===== src/rtl/rnmi_pkg.sv =====
package rnmi_pkg;
  localparam logic [1:0]  PRIV_M     = 2'b11;
  localparam logic [1:0]  PRIV_RSV   = 2'b10;
  localparam logic [11:0] CSR_NSCR   = 12'h350;
  localparam logic [11:0] CSR_NEPC   = 12'h351;
  localparam logic [11:0] CSR_NCAUSE = 12'h352;
  localparam logic [11:0] CSR_NSTAT  = 12'h353;
  localparam int          STAT_PP_LO = 11;
  localparam int          STAT_EN    = 3;
  localparam logic [31:0] NRET_ENC   = 32'h7020_0073;
endpackage


===== src/rtl/nret_decode.sv =====
module nret_decode (
  input  logic        retire_valid_i,
  input  logic [31:0] retire_instr_i,
  output logic        is_nret_o
);
  import rnmi_pkg::*;
  // exact match on the full return encoding only
  assign is_nret_o = retire_valid_i && (retire_instr_i == NRET_ENC);
endmodule


===== src/rtl/nmi_trap_seq.sv =====
module nmi_trap_seq #(
  parameter int              XLEN        = 32,
  parameter logic [XLEN-1:0] NMI_VEC     = 32'h8000_0040,
  parameter logic [XLEN-1:0] NMI_EXC_VEC = 32'h8000_0080
) (
  input  logic            nmi_req_i,
  input  logic            exc_valid_i,
  input  logic            is_nret_i,
  input  logic [1:0]      cur_priv_i,
  input  logic            csr_we_i,
  input  logic            en_i,
  input  logic [XLEN-1:0] nepc_i,
  input  logic [1:0]      npp_i,
  output logic            take_nmi_o,
  output logic            take_nexc_o,
  output logic            do_ret_o,
  output logic            illegal_o,
  output logic            csr_wr_o,
  output logic            redirect_o,
  output logic [XLEN-1:0] redirect_pc_o,
  output logic [1:0]      priv_o
);
  import rnmi_pkg::*;

  logic in_m;

  always_comb begin
    in_m        = (cur_priv_i == PRIV_M);
    // request accepted only with the flag set, ahead of everything
    take_nmi_o  = nmi_req_i && en_i;
    // exceptions inside the handler use the second vector
    take_nexc_o = !take_nmi_o && exc_valid_i && !en_i;
    // return needs machine mode and a clean cycle
    do_ret_o    = !take_nmi_o && !exc_valid_i && is_nret_i && in_m;
    illegal_o   = !take_nmi_o && !exc_valid_i && is_nret_i && !in_m;
    redirect_o  = take_nmi_o || take_nexc_o || do_ret_o;
    if (take_nmi_o) begin
      redirect_pc_o = NMI_VEC;
    end else if (take_nexc_o) begin
      redirect_pc_o = NMI_EXC_VEC;
    end else if (do_ret_o) begin
      redirect_pc_o = nepc_i;
    end else begin
      redirect_pc_o = '0;
    end
    priv_o   = do_ret_o ? npp_i : PRIV_M;
    // software writes only from machine mode in an undisturbed cycle
    csr_wr_o = csr_we_i && in_m && !redirect_o && !illegal_o && !exc_valid_i;
  end
endmodule


===== src/rtl/nmi_shadow_csr.sv =====
module nmi_shadow_csr #(
  parameter int XLEN    = 32,
  parameter int CAUSE_W = 8
) (
  input  logic               clk,
  input  logic               rst_n,
  input  logic               take_nmi_i,
  input  logic               do_ret_i,
  input  logic [XLEN-1:0]    cur_pc_i,
  input  logic [1:0]         cur_priv_i,
  input  logic [CAUSE_W-1:0] nmi_cause_i,
  input  logic               csr_wr_i,
  input  logic [11:0]        csr_addr_i,
  input  logic [XLEN-1:0]    csr_wdata_i,
  output logic [XLEN-1:0]    csr_rdata_o,
  output logic               en_o,
  output logic [XLEN-1:0]    nepc_o,
  output logic [1:0]         npp_o
);
  import rnmi_pkg::*;

  logic [XLEN-1:0]    scr_q,  scr_d;
  logic [XLEN-1:1]    epc_q,  epc_d;
  logic [CAUSE_W-1:0] code_q, code_d;
  logic [1:0]         pp_q,   pp_d;
  logic               en_q,   en_d;

  logic [XLEN-1:0] cause_rd, stat_rd;

  always_comb begin
    scr_d  = scr_q;
    epc_d  = epc_q;
    code_d = code_q;
    pp_d   = pp_q;
    en_d   = en_q;
    if (take_nmi_i) begin
      epc_d  = cur_pc_i[XLEN-1:1];
      code_d = nmi_cause_i;
      pp_d   = cur_priv_i;
      en_d   = 1'b0;
    end else if (do_ret_i) begin
      en_d   = 1'b1;
    end else if (csr_wr_i) begin
      case (csr_addr_i)
        CSR_NSCR:   scr_d  = csr_wdata_i;
        CSR_NEPC:   epc_d  = csr_wdata_i[XLEN-1:1];
        CSR_NCAUSE: code_d = csr_wdata_i[CAUSE_W-1:0];
        CSR_NSTAT: begin
          if (csr_wdata_i[STAT_PP_LO+1:STAT_PP_LO] != PRIV_RSV) begin
            pp_d = csr_wdata_i[STAT_PP_LO+1:STAT_PP_LO];
          end
          en_d = csr_wdata_i[STAT_EN];
        end
        default: ;
      endcase
    end
  end

  always_ff @(posedge clk or negedge rst_n) begin
    if (!rst_n) begin
      scr_q  <= '0;
      epc_q  <= '0;
      code_q <= '0;
      pp_q   <= 2'b00;
      en_q   <= 1'b1;
    end else begin
      scr_q  <= scr_d;
      epc_q  <= epc_d;
      code_q <= code_d;
      pp_q   <= pp_d;
      en_q   <= en_d;
    end
  end

  always_comb begin
    cause_rd                = '0;
    cause_rd[XLEN-1]        = 1'b1;
    cause_rd[CAUSE_W-1:0]   = code_q;
    stat_rd                 = '0;
    stat_rd[STAT_PP_LO+1:STAT_PP_LO] = pp_q;
    stat_rd[STAT_EN]        = en_q;
    case (csr_addr_i)
      CSR_NSCR:   csr_rdata_o = scr_q;
      CSR_NEPC:   csr_rdata_o = {epc_q, 1'b0};
      CSR_NCAUSE: csr_rdata_o = cause_rd;
      CSR_NSTAT:  csr_rdata_o = stat_rd;
      default:    csr_rdata_o = '0;
    endcase
  end

  assign en_o   = en_q;
  assign nepc_o = {epc_q, 1'b0};
  assign npp_o  = pp_q;
endmodule


===== src/rtl/nmi_trap_ctrl.sv =====
module nmi_trap_ctrl #(
  parameter int              XLEN        = 32,
  parameter int              CAUSE_W     = 8,
  parameter logic [XLEN-1:0] NMI_VEC     = 32'h8000_0040,
  parameter logic [XLEN-1:0] NMI_EXC_VEC = 32'h8000_0080
) (
  input  logic               clk,
  input  logic               rst_n,
  input  logic               nmi_req_i,
  input  logic [CAUSE_W-1:0] nmi_cause_i,
  input  logic [XLEN-1:0]    cur_pc_i,
  input  logic [1:0]         cur_priv_i,
  input  logic               exc_valid_i,
  input  logic [XLEN-1:0]    exc_cause_i,
  input  logic               retire_valid_i,
  input  logic [31:0]        retire_instr_i,
  input  logic [11:0]        csr_addr_i,
  input  logic               csr_we_i,
  input  logic [XLEN-1:0]    csr_wdata_i,
  output logic [XLEN-1:0]    csr_rdata_o,
  output logic               redirect_o,
  output logic [XLEN-1:0]    redirect_pc_o,
  output logic [1:0]         priv_o,
  output logic               irq_inhibit_o,
  output logic               illegal_o,
  output logic               exc_we_o,
  output logic [XLEN-1:0]    exc_epc_o,
  output logic [XLEN-1:0]    exc_cause_o,
  output logic [1:0]         exc_mpp_o
);
  import rnmi_pkg::*;

  logic            is_nret, take_nmi, take_nexc, do_ret, csr_wr, en;
  logic [XLEN-1:0] nepc;
  logic [1:0]      npp;

  nret_decode u_dec (
    .retire_valid_i (retire_valid_i),
    .retire_instr_i (retire_instr_i),
    .is_nret_o      (is_nret)
  );

  nmi_trap_seq #(.XLEN(XLEN), .NMI_VEC(NMI_VEC), .NMI_EXC_VEC(NMI_EXC_VEC)) u_seq (
    .nmi_req_i     (nmi_req_i),
    .exc_valid_i   (exc_valid_i),
    .is_nret_i     (is_nret),
    .cur_priv_i    (cur_priv_i),
    .csr_we_i      (csr_we_i),
    .en_i          (en),
    .nepc_i        (nepc),
    .npp_i         (npp),
    .take_nmi_o    (take_nmi),
    .take_nexc_o   (take_nexc),
    .do_ret_o      (do_ret),
    .illegal_o     (illegal_o),
    .csr_wr_o      (csr_wr),
    .redirect_o    (redirect_o),
    .redirect_pc_o (redirect_pc_o),
    .priv_o        (priv_o)
  );

  nmi_shadow_csr #(.XLEN(XLEN), .CAUSE_W(CAUSE_W)) u_csr (
    .clk         (clk),
    .rst_n       (rst_n),
    .take_nmi_i  (take_nmi),
    .do_ret_i    (do_ret),
    .cur_pc_i    (cur_pc_i),
    .cur_priv_i  (cur_priv_i),
    .nmi_cause_i (nmi_cause_i),
    .csr_wr_i    (csr_wr),
    .csr_addr_i  (csr_addr_i),
    .csr_wdata_i (csr_wdata_i),
    .csr_rdata_o (csr_rdata_o),
    .en_o        (en),
    .nepc_o      (nepc),
    .npp_o       (npp)
  );

  // the cleared flag holds off every other interrupt
  assign irq_inhibit_o = !en;
  // regular trap registers written only on the handler-exception path
  assign exc_we_o    = take_nexc;
  assign exc_epc_o   = cur_pc_i;
  assign exc_cause_o = exc_cause_i;
  assign exc_mpp_o   = PRIV_M;
endmodule


===== config.mk =====
export PLATFORM = sky130hd
export DESIGN_NAME = nmi_trap_ctrl
export DESIGN_NICKNAME = d
export VERILOG_FILES = /design/src/rtl/rnmi_pkg.sv /design/src/rtl/nret_decode.sv /design/src/rtl/nmi_trap_seq.sv /design/src/rtl/nmi_shadow_csr.sv /design/src/rtl/nmi_trap_ctrl.sv
export SDC_FILE = /design/constraint.sdc
export NUM_CORES = 1
export LEC_CHECK = 0
export BUFFER_PORTS_ARGS = -buffer_cell sky130_fd_sc_hd__buf_2
export CAP_MARGIN = 25
export CORE_AREA = 2 2 113 115
export CTS_CLUSTER_SIZE = 12
export DETAILED_ROUTE_END_ITERATION = 6
export DIE_AREA = 0 0 115 117
export GPL_TIMING_DRIVEN = 0
export PLACE_DENSITY_LB_ADDON = 0.05
export SETUP_SLACK_MARGIN = 0.3
export SLEW_MARGIN = 20
export SYNTH_ARGS = -nofsm -noshare
export SYNTH_HDL_FRONTEND = slang
export SYNTH_SLANG_ARGS = --single-unit

===== constraint.sdc =====
create_clock -name clk -period 2.5 [get_ports clk]
set_input_delay 0.25 -clock clk [delete_from_list [all_inputs] [get_ports clk]]
set_output_delay 0.25 -clock clk [all_outputs]
set_load 0.05 [all_outputs]

# After elaboration in Yosys (flattened, before gate mapping)
# Cells that the tools add are included.
[word_totals] out_inout_bits=136 elab_cells=69 input_bits=156 register_bits=74
[op_classes] n_bitwise=2 eq_ne=8 mux=22 reduce_logical=32
[ops] cell="$pmux W32 S4" count=1
[ops] cell="$mux W31" count=4
[ops] cell="$mux W32" count=3
[ops] cell="$eq A12 B10 Y1 const B" count=4
[ops] cell="$eq A32 B31 Y1 const B" count=1
[ops] cell="$mux W8" count=4
[ops] cell="$logic_and A1 B1 Y1" count=12
[ops] cell="$mux W2" count=6
[ops] cell="$reduce_bool A2 Y1" count=5
[ops] cell="$reduce_and A4 Y1" count=2
[ops] cell="$logic_not A1 Y1" count=6
[ops] cell="$reduce_and A3 Y1" count=2
[ops] cell="$reduce_bool A3 Y1" count=2
[ops] cell="$mux W1" count=4
[ops] cell="$ne A2 B2 Y1 const B" count=2
[ops] cell="$eq A2 B2 Y1 const B" count=1
[ops] cell="$logic_or A1 B1 Y1" count=2
[ops] cell="$not A1 Y1" count=2
[ops] cell="$reduce_and A2 Y1" count=1

# Logic depth before layout (Yosys ltp)
# Gate-level depths: netlist (run 1).
[logic_depth] ltp_word=13 ltp_mapped=7 mapped_depth_nobuf=5

# Hierarchy
# Synthesis (run 1) repeated with hierarchy kept, for this count alone.
[hier_totals] hier_cells=541 hier_area_um2=5054.8
[modules_own_cells] module="nmi_shadow_csr" cells_each=401 seq_area_each_um2=1853.0 area_each_um2=3985.1 instances=1
[modules_own_cells] module="nmi_trap_ctrl" cells_each=68 seq_area_each_um2=0.0 area_each_um2=503.0 instances=1
[modules_own_cells] module="nmi_trap_seq" cells_each=58 seq_area_each_um2=0.0 area_each_um2=466.7 instances=1
[modules_own_cells] module="nret_decode" cells_each=14 seq_area_each_um2=0.0 area_each_um2=100.1 instances=1

# Worst setup path after synthesis (run 1)
# OpenSTA, ideal clock, no wires.
[synth_timing] path_type="in2out" startpoint="input csr_addr_i[3]" endpoint="output csr_rdata_o[12]" setup_slack_ns=0.040 arrival_ns=2.210 stages=6 required_time_ns=2.250 path_buffers=1 cell_sequence="or4b_4 or3_4 nor3_2 clkbuf_1 a22oi_1 nand2_1"
[synth_via] elab_chain_cells=2 elab_cells_between_ends=5 cone_classes="eq/ne (4); mux (1)"
[synth_lines] element="from (decl)" line_no="nmi_trap_ctrl.sv:17" text="input logic [11:0] csr_addr_i,"
[synth_lines] element="$eq A12 B10 Y1" line_no="nmi_shadow_csr.sv:82" text="case (csr_addr_i)"
[synth_lines] element="$pmux W32 S4 (*)" line_no="nmi_shadow_csr.sv:82"
[synth_lines] element="to (decl)" line_no="nmi_trap_ctrl.sv:20" text="output logic [XLEN-1:0] csr_rdata_o,"
# Mark *: on every way between the ends. The rest lies on a longest branch, timed or not.

# Worst setup path in the final report (run 1)
[layout_timing] startpoint="register u_csr.en_q (netlist: u_csr.en_o)" endpoint="output redirect_pc_o[3]"
[layout_via] elab_chain_cells=8 elab_cells_between_ends=11 cone_classes="mux (3); reduce/logical (8)"
[layout_lines] element="from (decl)" line_no="nmi_shadow_csr.sv:26" text="logic en_q, en_d;"
[layout_lines] element="from (signal assigned)" line_no="nmi_shadow_csr.sv:71" text="en_q <= en_d;"
[layout_lines] element="$logic_and A1 B1 Y1" line_no="nmi_trap_seq.sv:30" text="take_nmi_o = nmi_req_i && en_i;"
[layout_lines] element="$logic_not A1 Y1" line_no="nmi_trap_seq.sv:32, nmi_trap_seq.sv:34"
[layout_lines] element="$logic_and A1 B1 Y1 (3 in a row)" line_no="nmi_trap_seq.sv:34" text="do_ret_o = !take_nmi_o && !exc_valid_i && is_nret_i && in_m;"
[layout_lines] element="$mux W32" line_no="nmi_trap_seq.sv:41" text="end else if (do_ret_o) begin"
[layout_lines] element="$mux W32" line_no="nmi_trap_seq.sv:39" text="end else if (take_nexc_o) begin"
[layout_lines] element="$mux W32 (*)" line_no="nmi_trap_seq.sv:37" text="if (take_nmi_o) begin"
[layout_lines] element="to (decl)" line_no="nmi_trap_ctrl.sv:22" text="output logic [XLEN-1:0] redirect_pc_o,"
# Marked as above.

==> impl_metrics.yaml, run 1 <==
run_status:
  status: "complete, no violations"
logic_synthesis:
  syn_area_per_cell_um2: 9.62
  async_flop_share_pct: 100
  ys_ff_latch: 74
  synth-seq-area-share_pct: 39.5
  netlist-cell-type-count: 49
  synth_cells: 487
  synth_edf_count: 0
  synth-warning-count: 0
  ys.flop_type: "dfrtp_1"
  netlist_area_mm2: 0.00469
placed_design:
  place_congestion: 0.816
  dp_hpwl_um: 12500
  placedCellCount: 894
  numPortBuffers: 255
power_and_ir_drop:
  p_comb_share_pct: 17.7
  ir_worst_vdd_mv: 0.323
  switchingPower_mw: 0.867
  swShare_pct: 27.6
  internal_power_mw: 2.28
  power.density_mw_per_mm2: 389
  p_leak_nw: 4.17
  power_frac_clock_pct: 43.7
  seq_power_share_pct: 38.7
floorplanning:
  die_area_mm2: 0.0135
  io_pins: 292
  die_w_um: 115
  dieHeight_um: 117
  start_util_pct: 38.1
  num_rows: 41
  design.core.area_mm2: 0.0123
setup_path:
  worstSetupEndpointType: "primary output"
  worstPathArrival_ps: 2210
  path_buf_inv: 4
  r2r_slack_ps: 420
  timing.critical_path.to: "redirect_pc_o[3]"
  path_depth: 9
  critPathMostFrequentCell: "buf_8"
  path_cells: "nand2_2 -> nand4b_1 -> or3_4 -> buf_8 -> nor2_4 -> buf_12 -> clkbuf_16 -> and2_4 -> buf_8"
  rr_startpoint: "u_csr.en_o"
  r2r_cells: 8
  crit_path_start_kind: "flop"
  reg2reg_to: "u_csr.scr_q[26]"
  cp_top_family: "simple AND/OR/NAND/NOR gates"
  slowest_stage: "or3_4"
  worstPathMaxFanout: 7
  critPathRequiredTime_ps: 2250
  crit_start: "u_csr.en_o"
  cp_slowest_stage_delay_ps: 420
  critPathKind: "reg -> out"
grt:
  overflow: 0
  antenna_found_initial: 1
  grtUsageTotal_pct: 25.7
  first_global_vias: 4846
  grt_max_degree: 57
  grt_pass1_wl_um: 26400
sta:
  fmax_mhz: 406
  timing.final.max_slew_violations: 0
  tns_ps: 0
  fin_crit_sh_pct: 98.4
  skew_ps: 4.95
  maxSlewHeadroom_pct: 51.3
  rsz0062_at_grt: "true"
  timing.hold.ws_ps: 153
  final-hold-violation-count: 0
  period_minus_slack_ps: 2460
  worst_slew_pin_slew_ps: 731
  setup_viol: 0
clock_tree:
  cts_buffers: 9
  worst_skew_pair.late_latency_ps: 330
  path_clk_slew_ps: 60
  cts_tree: "yes"
  clock_sinks: 74
  htreeDepth: 3
  root_buffer: "clkbuf_16"
  clockBufferDepth: 2
drt:
  drcViolationCount: 0
  drt-pass1-iter-count: 5
  vias: 4979
  wl_per_cell_um: 19.1
  vias_per_cell: 5.30
  wirelength_um: 18000
  first_iter_violations: 401
  antenna_left: 0
finish:
  nFillCells: 987
  drive_above_1_share_pct: 64.4
  num_antenna_cells: 0
  layout.cells.non_filler: 939
  final_cell_mix: "188 x buf_2, 87 x buf_4, 73 x dfrtp_1, 70 x buf_8, 51 x nand2_1"
  nNetsFinal: 942
  final-seq-area_mm2: 0.00185
  mostFrequentLayoutCell: "buf_2"
  syn_to_final_growth_pct: 72.3
  multi_input_area_mm2: 0.00252
flow_run:
  maxCapViolCount: 0
worst_hold_path:
  holdCritPathClass: "in -> reg"
  min_from: "nmi_cause_i[5]"
-- registers in the layout, indices dropped and copies added (netlist names) --
name / flops
u_csr.code_q: 8
u_csr.en_o: 1
u_csr.epc_q: 31
u_csr.npp_o: 2
u_csr.scr_q: 32
-- synthesized netlist by cell type (all sizes together) (2+ instances only) --
cell type   n  area [um2]
nor2       26        97.6
nand3      18        95.1
conb        2        7.51
clkbuf     31         116
inv         9        33.8
a22oi       4        30.0
a31oi      24         150
nand2      56         210
nor4b       3        26.3
dfrtp      73        1830
nand2b      2        12.5
buf        74         554
nand4      25         156
mux2       32         473
a41oi       2        17.5
or3         4        30.0
nor4        5        61.3
o311ai      2        17.5
a22o       22         193
nand4b      3        26.3
nor4bb      3        30.0
a222oi      6        60.1
and2       29         181
o211ai     14         105
-- how the worst min path moves through the flow --
stage / cells past startpoint / end / slack (ps)
4_1_cts: 3 / u_csr.code_q[5] / 150
5_1_grt: 2 / u_csr.scr_q[30] / 160
6_report: 3 / u_csr.code_q[5] / 150
2_1_floorplan: 0 / u_csr.code_q[0] / -50
3_3_place_gp: 3 / u_csr.code_q[6] / 490
3_5_place_dp: 1 / u_csr.scr_q[10] / 150
-- layer usage --
metal | up-vias | share of wire, % | GRT usage, %
met2 | 241 | 52 | 46.7
met1 | 2443 | 40 | 33.0
met5 | - | 0 | 0
met3 | 12 | 6.7 | 3.45
li1 | 2283 | - | -
met4 | 0 | 0.73 | 5.14
-- power groups by stage --
stage          logic, mW  clock network, mW  registers, mW
3_3_place_gp       0.530                  0           1.24
4_1_cts            0.552               1.38           1.22
6_report           0.555               1.37           1.22
3_5_place_dp       0.540                  0           1.24
2_1_floorplan      0.337                  0           1.23
5_1_grt            0.589               1.43           1.22
-- per-stage QoR --
stage / area, um2 / setup slack, ps / util, % / power (mW)
3_3_place_gp: 6360 / -681 / 51.7 / 1.77
3_5_place_dp: 6390 / -693 / 51.9 / 1.78
4_1_cts: 7730 / 55.7 / 62.8 / 3.14
2_1_floorplan: 4900 / 180 / - / 1.57
5_1_grt: 8080 / -16.1 / 65.6 / 3.23
6_report: 8080 / 39.9 / 65.6 / 3.14
-- repair_timing --
item                                   in CTS  in global routing
endpoints found under the hold margin      18                  0
setup endpoints to repair                 129                125
gates resized for setup                   241                 72
cloned                                      5                  2
setup buffers                              15                  8
pin swaps                                  29                 12
hold buffers                                1                  0
-- kinds of logic (layout without fill, tap and decap cells) --
| logic type | count (synthesis) | after routing | synth area share (%) |
|---|---|---|---|
| buffers and inverters | 114 | 415 | 15.0 |
| DFF | 74 | 74 | 39.5 |
| muxes | 32 | 32 | 10.1 |
| AOI/OAI and AO/OA | 83 | 83 | 13.9 |
| other | 2 | 3 | 0.160 |
| and+or+nand+nor | 182 | 182 | 21.3 |
-- worst reg2reg max path, stage by stage, from the launching register on --
cell      delay (ps)
dfstp_2          380
nand2_2           70
nand4b_1         150
or3_4            420
buf_8            140
buf_4            130
nand3_4          130
buf_6            220
mux2_4           320
-- area by class of cell --
class                   count  area share [%]
inverters                   9           0.418
well taps                 150            2.32
clock inverters             5            1.01
repair buffers            287            28.9
clock buffers               9            2.79
flip-flops and latches     74            22.9
multi-input cells         300            31.2
plain buffers             105            10.4
(Power assumes the default switching activity.)
==> run 2, diff against run 1 <==
==> constraint.sdc (replaced) <==
create_clock -name clk -period 2.77 [get_ports clk]
set_input_delay 0.277 -clock clk [delete_from_list [all_inputs] [get_ports clk]]
set_output_delay 0.277 -clock clk [all_outputs]
set_load 0.05 [all_outputs]
==> run 2 against run 1 <==
Clock skew about the same. Clock power fell by 23%. First-iteration DRC count is 22% lower. Clock-buffer cell count rose by 2. Sequential power is 9.8% lower. Non-clock buffer count shrank 6. Largest cell class unchanged.
==> impl_metrics.yaml, run 2 (synthesis gave the netlist of run 1 again) <==
run_status:
  status: "complete, no violations"
setup_path:
  crit_path_start_kind: "input port"
  cp_slowest_stage_delay_ps: 440
  r2r_slack_ps: 490
  critPathKind: "in -> out"
  worstSetupEndpointType: "primary output"
  worstPathMaxFanout: 7
  slowest_stage: "or3_4"
  crit_start: "retire_instr_i[24]"
  rr_startpoint: "u_csr.en_o"
  path_cells: "buf_2 -> nor4bb_1 -> nand4_1 -> or3_4 -> buf_8 -> nor2_4 -> buf_12 -> clkbuf_16 -> and2_4 -> buf_8"
  reg2reg_to: "u_csr.epc_q[14]"
  worstPathArrival_ps: 2190
  r2r_cells: 9
  timing.critical_path.to: "redirect_pc_o[3]"
  critPathMostFrequentCell: "buf_8"
  critPathRequiredTime_ps: 2490
finish:
  reg_top3: "u_csr.scr_q (32), u_csr.epc_q (31), u_csr.code_q (8)"
  largest_reg_flops: 32
  final_area_mm2: 0.00753
  top_register: "u_csr.scr_q"
  drive_above_1_share_pct: 62.0
  final_cell_mix: "190 x buf_2, 106 x buf_4, 73 x dfrtp_1, 53 x nand2_1, 30 x mux2_4"
  mostFrequentLayoutCell: "buf_2"
  nNetsFinal: 937
  num_antenna_cells: 0
  syn_to_final_growth_pct: 60.6
sta:
  tns_ps: 0
  timing.final.max_slew_violations: 0
  worst_slew_pin_slew_ps: 649
  setup_viol: 0
  period_minus_slack_ps: 2460
  final-hold-violation-count: 0
  rsz0062_at_grt: "true"
  skew_ps: 5.35
  fin_crit_sh_pct: 88.9
  fmax_mhz: 406
  maxSlewHeadroom_pct: 56.7
placed_design:
  dp_hpwl_um: 12200
  numPortBuffers: 255
  post_dp_cell_area_mm2: 0.00621
  place_congestion: 0.845
drt:
  highest_layer: "met4"
  dr_wl_met2_um: 8670
  vias_per_cell: 5.20
  drcViolationCount: 0
  drt-pass1-iter-count: 5
  antenna_left: 0
  met3_length_um: 1150
  wirelength_um: 17300
  first_iter_violations: 314
  wl_per_cell_um: 18.6
  met1Wirelength_um: 7240
  vias: 4858
power_and_ir_drop:
  power.density_mw_per_mm2: 354
  ir_worst_vdd_mv: 0.300
  total_power_mw: 2.66
  p_leak_nw: 3.90
grt:
  grtUsageTotal_pct: 24.7
  grt_pass1_wl_um: 25200
  first_global_vias: 4773
  overflow: 0
  grt_max_degree: 41
  antenna_found_initial: 1
worst_hold_path:
  holdCritPathClass: "in -> reg"
clock_tree:
  htreeDepth: 3
  root_buffer: "clkbuf_16"
  clockBufferDepth: 2
  worst_skew_pair.late_latency_ps: 330
  cts_buffers: 9
  path_clk_slew_ps: 60
  clock_sinks: 74
  cts_tree: "yes"
floorplanning:
  dieHeight_um: 117
  num_rows: 41
  die_area_mm2: 0.0135
  start_util_pct: 38.1
  io_pins: 292
  design.core.area_mm2: 0.0123
  die_w_um: 115
flow_run:
  maxCapViolCount: 0
-- run 2: cell count changes in the layout (fill, tap and decap cells not counted), moves of 3 or more --
cell      before  now
clkbuf_4       4    0
inv_2          6    0
buf_8         70   29
a22o_4        21    1
and2_1         1    7
a22o_2         1   21
inv_1          3    9
buf_4         87  106
buf_6         11   27
and2_2         4    0
clkbuf_1      14   17
-- run 2: worst min path at each step --
stage | from | depth (start not counted) | to
after CTS | nmi_cause_i[1] | 3 | u_csr.code_q[1]
after global routing | nmi_cause_i[1] | 3 | u_csr.code_q[1]
final | nmi_cause_i[1] | 3 | u_csr.code_q[1]
after detailed placement | rst_n | 1 | u_csr.epc_q[30]
after global placement | u_csr.scr_q[7] | 1 | u_csr.scr_q[7]
after floorplan | rst_n | 0 | u_csr.code_q[0]
-- run 2: layer usage --
metal,vias to the layer above,GRT usage [%]
li1,2274,-
met1,2319,32.6
met2,246,42.1
met3,19,4.74
met4,0,6.10
met5,-,0
-- run 2: timing repair --
action,CTS,global route
endpoints found under the setup margin,67,83
gates cloned,4,2
setup buffers,14,5
pin swaps,13,19
resized for setup,165,69
hold endpoints to repair,33,0
hold buffers,1,0
-- run 2: per-stage QoR --
stage	hold WS (ps)	worst slack, ps	utilization [%]	cells
3_5_place_dp	269	-500	50.5	894
4_1_cts	174	264	58.7	927
5_1_grt	179	238	61.1	934
2_1_floorplan	-18.6	310	-	488
6_report	178	308	61.1	934
3_3_place_gp	494	-536	50.3	893
-- run 2: critical path: cells and delay by family --
family	cells	cell delay, ps
buf+inv	5	700
simple gates	5	1200
-- run 2: where the power goes --
group,switching (mW),internal (mW),leakage [nW],total (mW)
Clock,0.443,0.618,0.127,1.06
Sequential,0.00661,1.09,1.02,1.10
Combinational,0.318,0.186,2.75,0.504
-- run 2: layout make-up --
cell class	instances	area [um2]
Fill cell	1089	4780
Multi-Input combinational cell	301	2350
Timing Repair Buffer	281	2020
Sequential cell	74	1850
Buffer	105	825
Clock buffer	11	243
Tap cell	150	188
Inverter	9	33.8
Clock inverter	3	17.5
==> run 3, diff against run 2 <==
--- a/config.mk
+++ b/config.mk
@@ -5,12 +5,12 @@
 export SDC_FILE = /design/constraint.sdc
 export NUM_CORES = 1
 export LEC_CHECK = 0
-export BUFFER_PORTS_ARGS = -buffer_cell sky130_fd_sc_hd__buf_2
 export CAP_MARGIN = 25
-export CORE_AREA = 2 2 113 115
+export CORE_AREA = 2 2 112 114
 export CTS_CLUSTER_SIZE = 12
 export DETAILED_ROUTE_END_ITERATION = 6
-export DIE_AREA = 0 0 115 117
+export DIE_AREA = 0 0 114 116
+export DONT_BUFFER_PORTS = 1
 export GPL_TIMING_DRIVEN = 0
 export PLACE_DENSITY_LB_ADDON = 0.05
 export SETUP_SLACK_MARGIN = 0.3
==> run 3 against run 2 <==
Register-to-register slack got worse by 60 ps. Die area decreased by 1.7%. Clock-buffer cell count unchanged. Global-route usage decreased by 0.70 points. First-iteration DRC count decreased by 10%. Sequential share of layout area increased by 7.0 points. Hold slack got worse by 110 ps. Power increased by 9.5%. Clock power increased by 39%. Fmax decreased by 2.2%. Core utilization decreased by 12 points.
==> impl_metrics.yaml, run 3 (synthesis gave the netlist of run 1 again) <==
clock_tree:
  cts_buffers: 9
  worst_skew_pair.late_latency_ps: 340
  clock_sinks: 74
  path_clk_slew_ps: 60
  clockBufferDepth: 2
  cts_tree: "yes"
  htreeDepth: 3
  root_buffer: "clkbuf_16"
drt:
  wirelength_um: 16500
  first_iter_violations: 282
  antenna_left: 0
  vias_per_cell: 5.91
  wl_per_cell_um: 24.3
  vias: 4002
  drt-pass1-iter-count: 4
  drcViolationCount: 0
setup_path:
  slowest_stage: "dfstp_2"
  worstSetupEndpointType: "primary output"
  critPathKind: "reg -> out"
  crit_path_start_kind: "flop"
  cp_slowest_stage_delay_ps: 560
  worstPathArrival_ps: 2240
  worstPathMaxFanout: 6
  cp_top_family: "simple AND/OR/NAND/NOR gates"
  crit_start: "u_csr.en_o"
  critPathRequiredTime_ps: 2490
  r2r_slack_ps: 430
  path_buf_inv: 4
  path_cells: "nand2_2 -> nand4b_1 -> or3_4 -> buf_8 -> nor2_4 -> buf_12 -> buf_8 -> buf_6 -> or3_4"
  rr_startpoint: "u_csr.en_o"
floorplanning:
  die_w_um: 114
  design.core.area_mm2: 0.0119
  num_rows: 40
  dieHeight_um: 116
  start_util_pct: 39.3
  die_area_mm2: 0.0132
  io_pins: 292
finish:
  drive_above_1_share_pct: 45.5
  top_register: "u_csr.scr_q"
  largest_reg_flops: 32
  nFillCells: 1113
  syn_to_final_growth_pct: 25.3
  final_area_mm2: 0.00587
  reg_top3: "u_csr.scr_q (32), u_csr.epc_q (31), u_csr.code_q (8)"
  final_cell_mix: "82 x buf_4, 73 x dfrtp_1, 51 x nand2_1, 30 x mux2_4, 28 x and2_4"
  mostFrequentLayoutCell: "buf_4"
  nNetsFinal: 681
  num_antenna_cells: 0
sta:
  final-hold-violation-count: 0
  period_minus_slack_ps: 2520
  worst_slew_pin_slew_ps: 1000
  fmax_mhz: 397
  maxSlewHeadroom_pct: 32.1
  fin_crit_sh_pct: 90.9
  setup_viol: 0
  rsz0062_at_grt: "true"
  timing.final.max_slew_violations: 0
  skew_ps: 4.04
power_and_ir_drop:
  p_comb_share_pct: 11.9
  switchingPower_mw: 0.737
  total_power_mw: 2.91
  swShare_pct: 25.3
  internal_power_mw: 2.18
  p_leak_nw: 2.81
  seq_power_share_pct: 37.6
  ir_worst_vdd_mv: 0.280
  power_frac_clock_pct: 50.4
  power.density_mw_per_mm2: 496
grt:
  grt.busiest_layer: "met2"
  grt_util_met3_pct: 5.65
  overflow: 0
  antenna_found_initial: 0
  grtUsageMet1_pct: 32.1
  grt_pass1_wl_um: 23900
  first_global_vias: 3960
  grtUsageTotal_pct: 24.0
  grt_use_met2_pct: 38.9
  grt_max_degree: 75
run_status:
  status: "complete, no violations"
placed_design:
  dp_hpwl_um: 11400
  place_congestion: 0.835
  post_dp_cell_area_mm2: 0.00492
  numPortBuffers: 0
flow_run:
  maxCapViolCount: 0
worst_hold_path:
  holdCritPathClass: "in -> reg"
  min_from: "cur_priv_i[1]"
run 3: cell count changes in the layout (fill, tap and decap cells not counted), sizes merged:
cell	change
nor2	-1
clkinv	-1
clkinvlp	-1
bufinv	+4
clkbuf	+2
buf	-257
run 3: area by class of cell:
cell class | instances | area [um2] | area share (%)
repair buffers | 26 | 278 | 4.73
well taps | 147 | 184 | 3.13
flip-flops and latches | 74 | 1850 | 31.6
clock buffers | 11 | 243 | 4.13
clock inverters | 5 | 125 | 2.13
multi-input cells | 300 | 2380 | 40.6
plain buffers | 105 | 769 | 13.1
inverters | 9 | 33.8 | 0.575
run 3: power by group through the flow:
stage / Combinational (mW) / Sequential (mW) / Clock [mW]
after detailed placement: 0.316 / 1.12 / 0
final: 0.347 / 1.10 / 1.47
after global placement: 0.316 / 1.12 / 0
after CTS: 0.348 / 1.10 / 1.48
after floorplan: 0.304 / 1.11 / 0
after global routing: 0.361 / 1.10 / 1.53
run 3: path summary, 6_finish.rpt:
path | cells past startpoint | end
min in group asynchronous | 2 | u_csr.epc_q[29]
worst min register to register | 1 | u_csr.scr_q[10]
max in group asynchronous | 2 | u_csr.en_o
worst min-delay path | 2 | u_csr.npp_o[1]
worst max register to register | 6 | u_csr.code_q[4]
worst max-delay path | 9 | redirect_o
run 3: what timing repair did:
action / 4_1_cts / 5_1_grt
hold endpoints to repair: 74 / 0
hold buffers: 2 / 0
pin swaps: 5 / 10
setup endpoints to repair: 71 / 77
setup buffers: 7 / 11
gates resized for setup: 104 / 31
cloned: 3 / 1
run 3: routing by layer:
metal	vias up	wire length, um
li1	1761	-
met1	1999	7060
met2	217	7760
met3	25	1330
met4	0	319
met5	-	0
run 3: through the flow:
stage	cells	setup WS (ps)	setup TNS, ps	utilization, %	hold WS (ps)
4_1_cts	665	257	0	47.4	58.9
3_3_place_gp	635	-406	-12340	41.2	-16.3
6_report	677	253	0	49.3	68.7
2_1_floorplan	488	310	0	-	-18.6
5_1_grt	677	183	0	49.3	76.2
3_5_place_dp	637	-394	-12900	41.3	-16.0
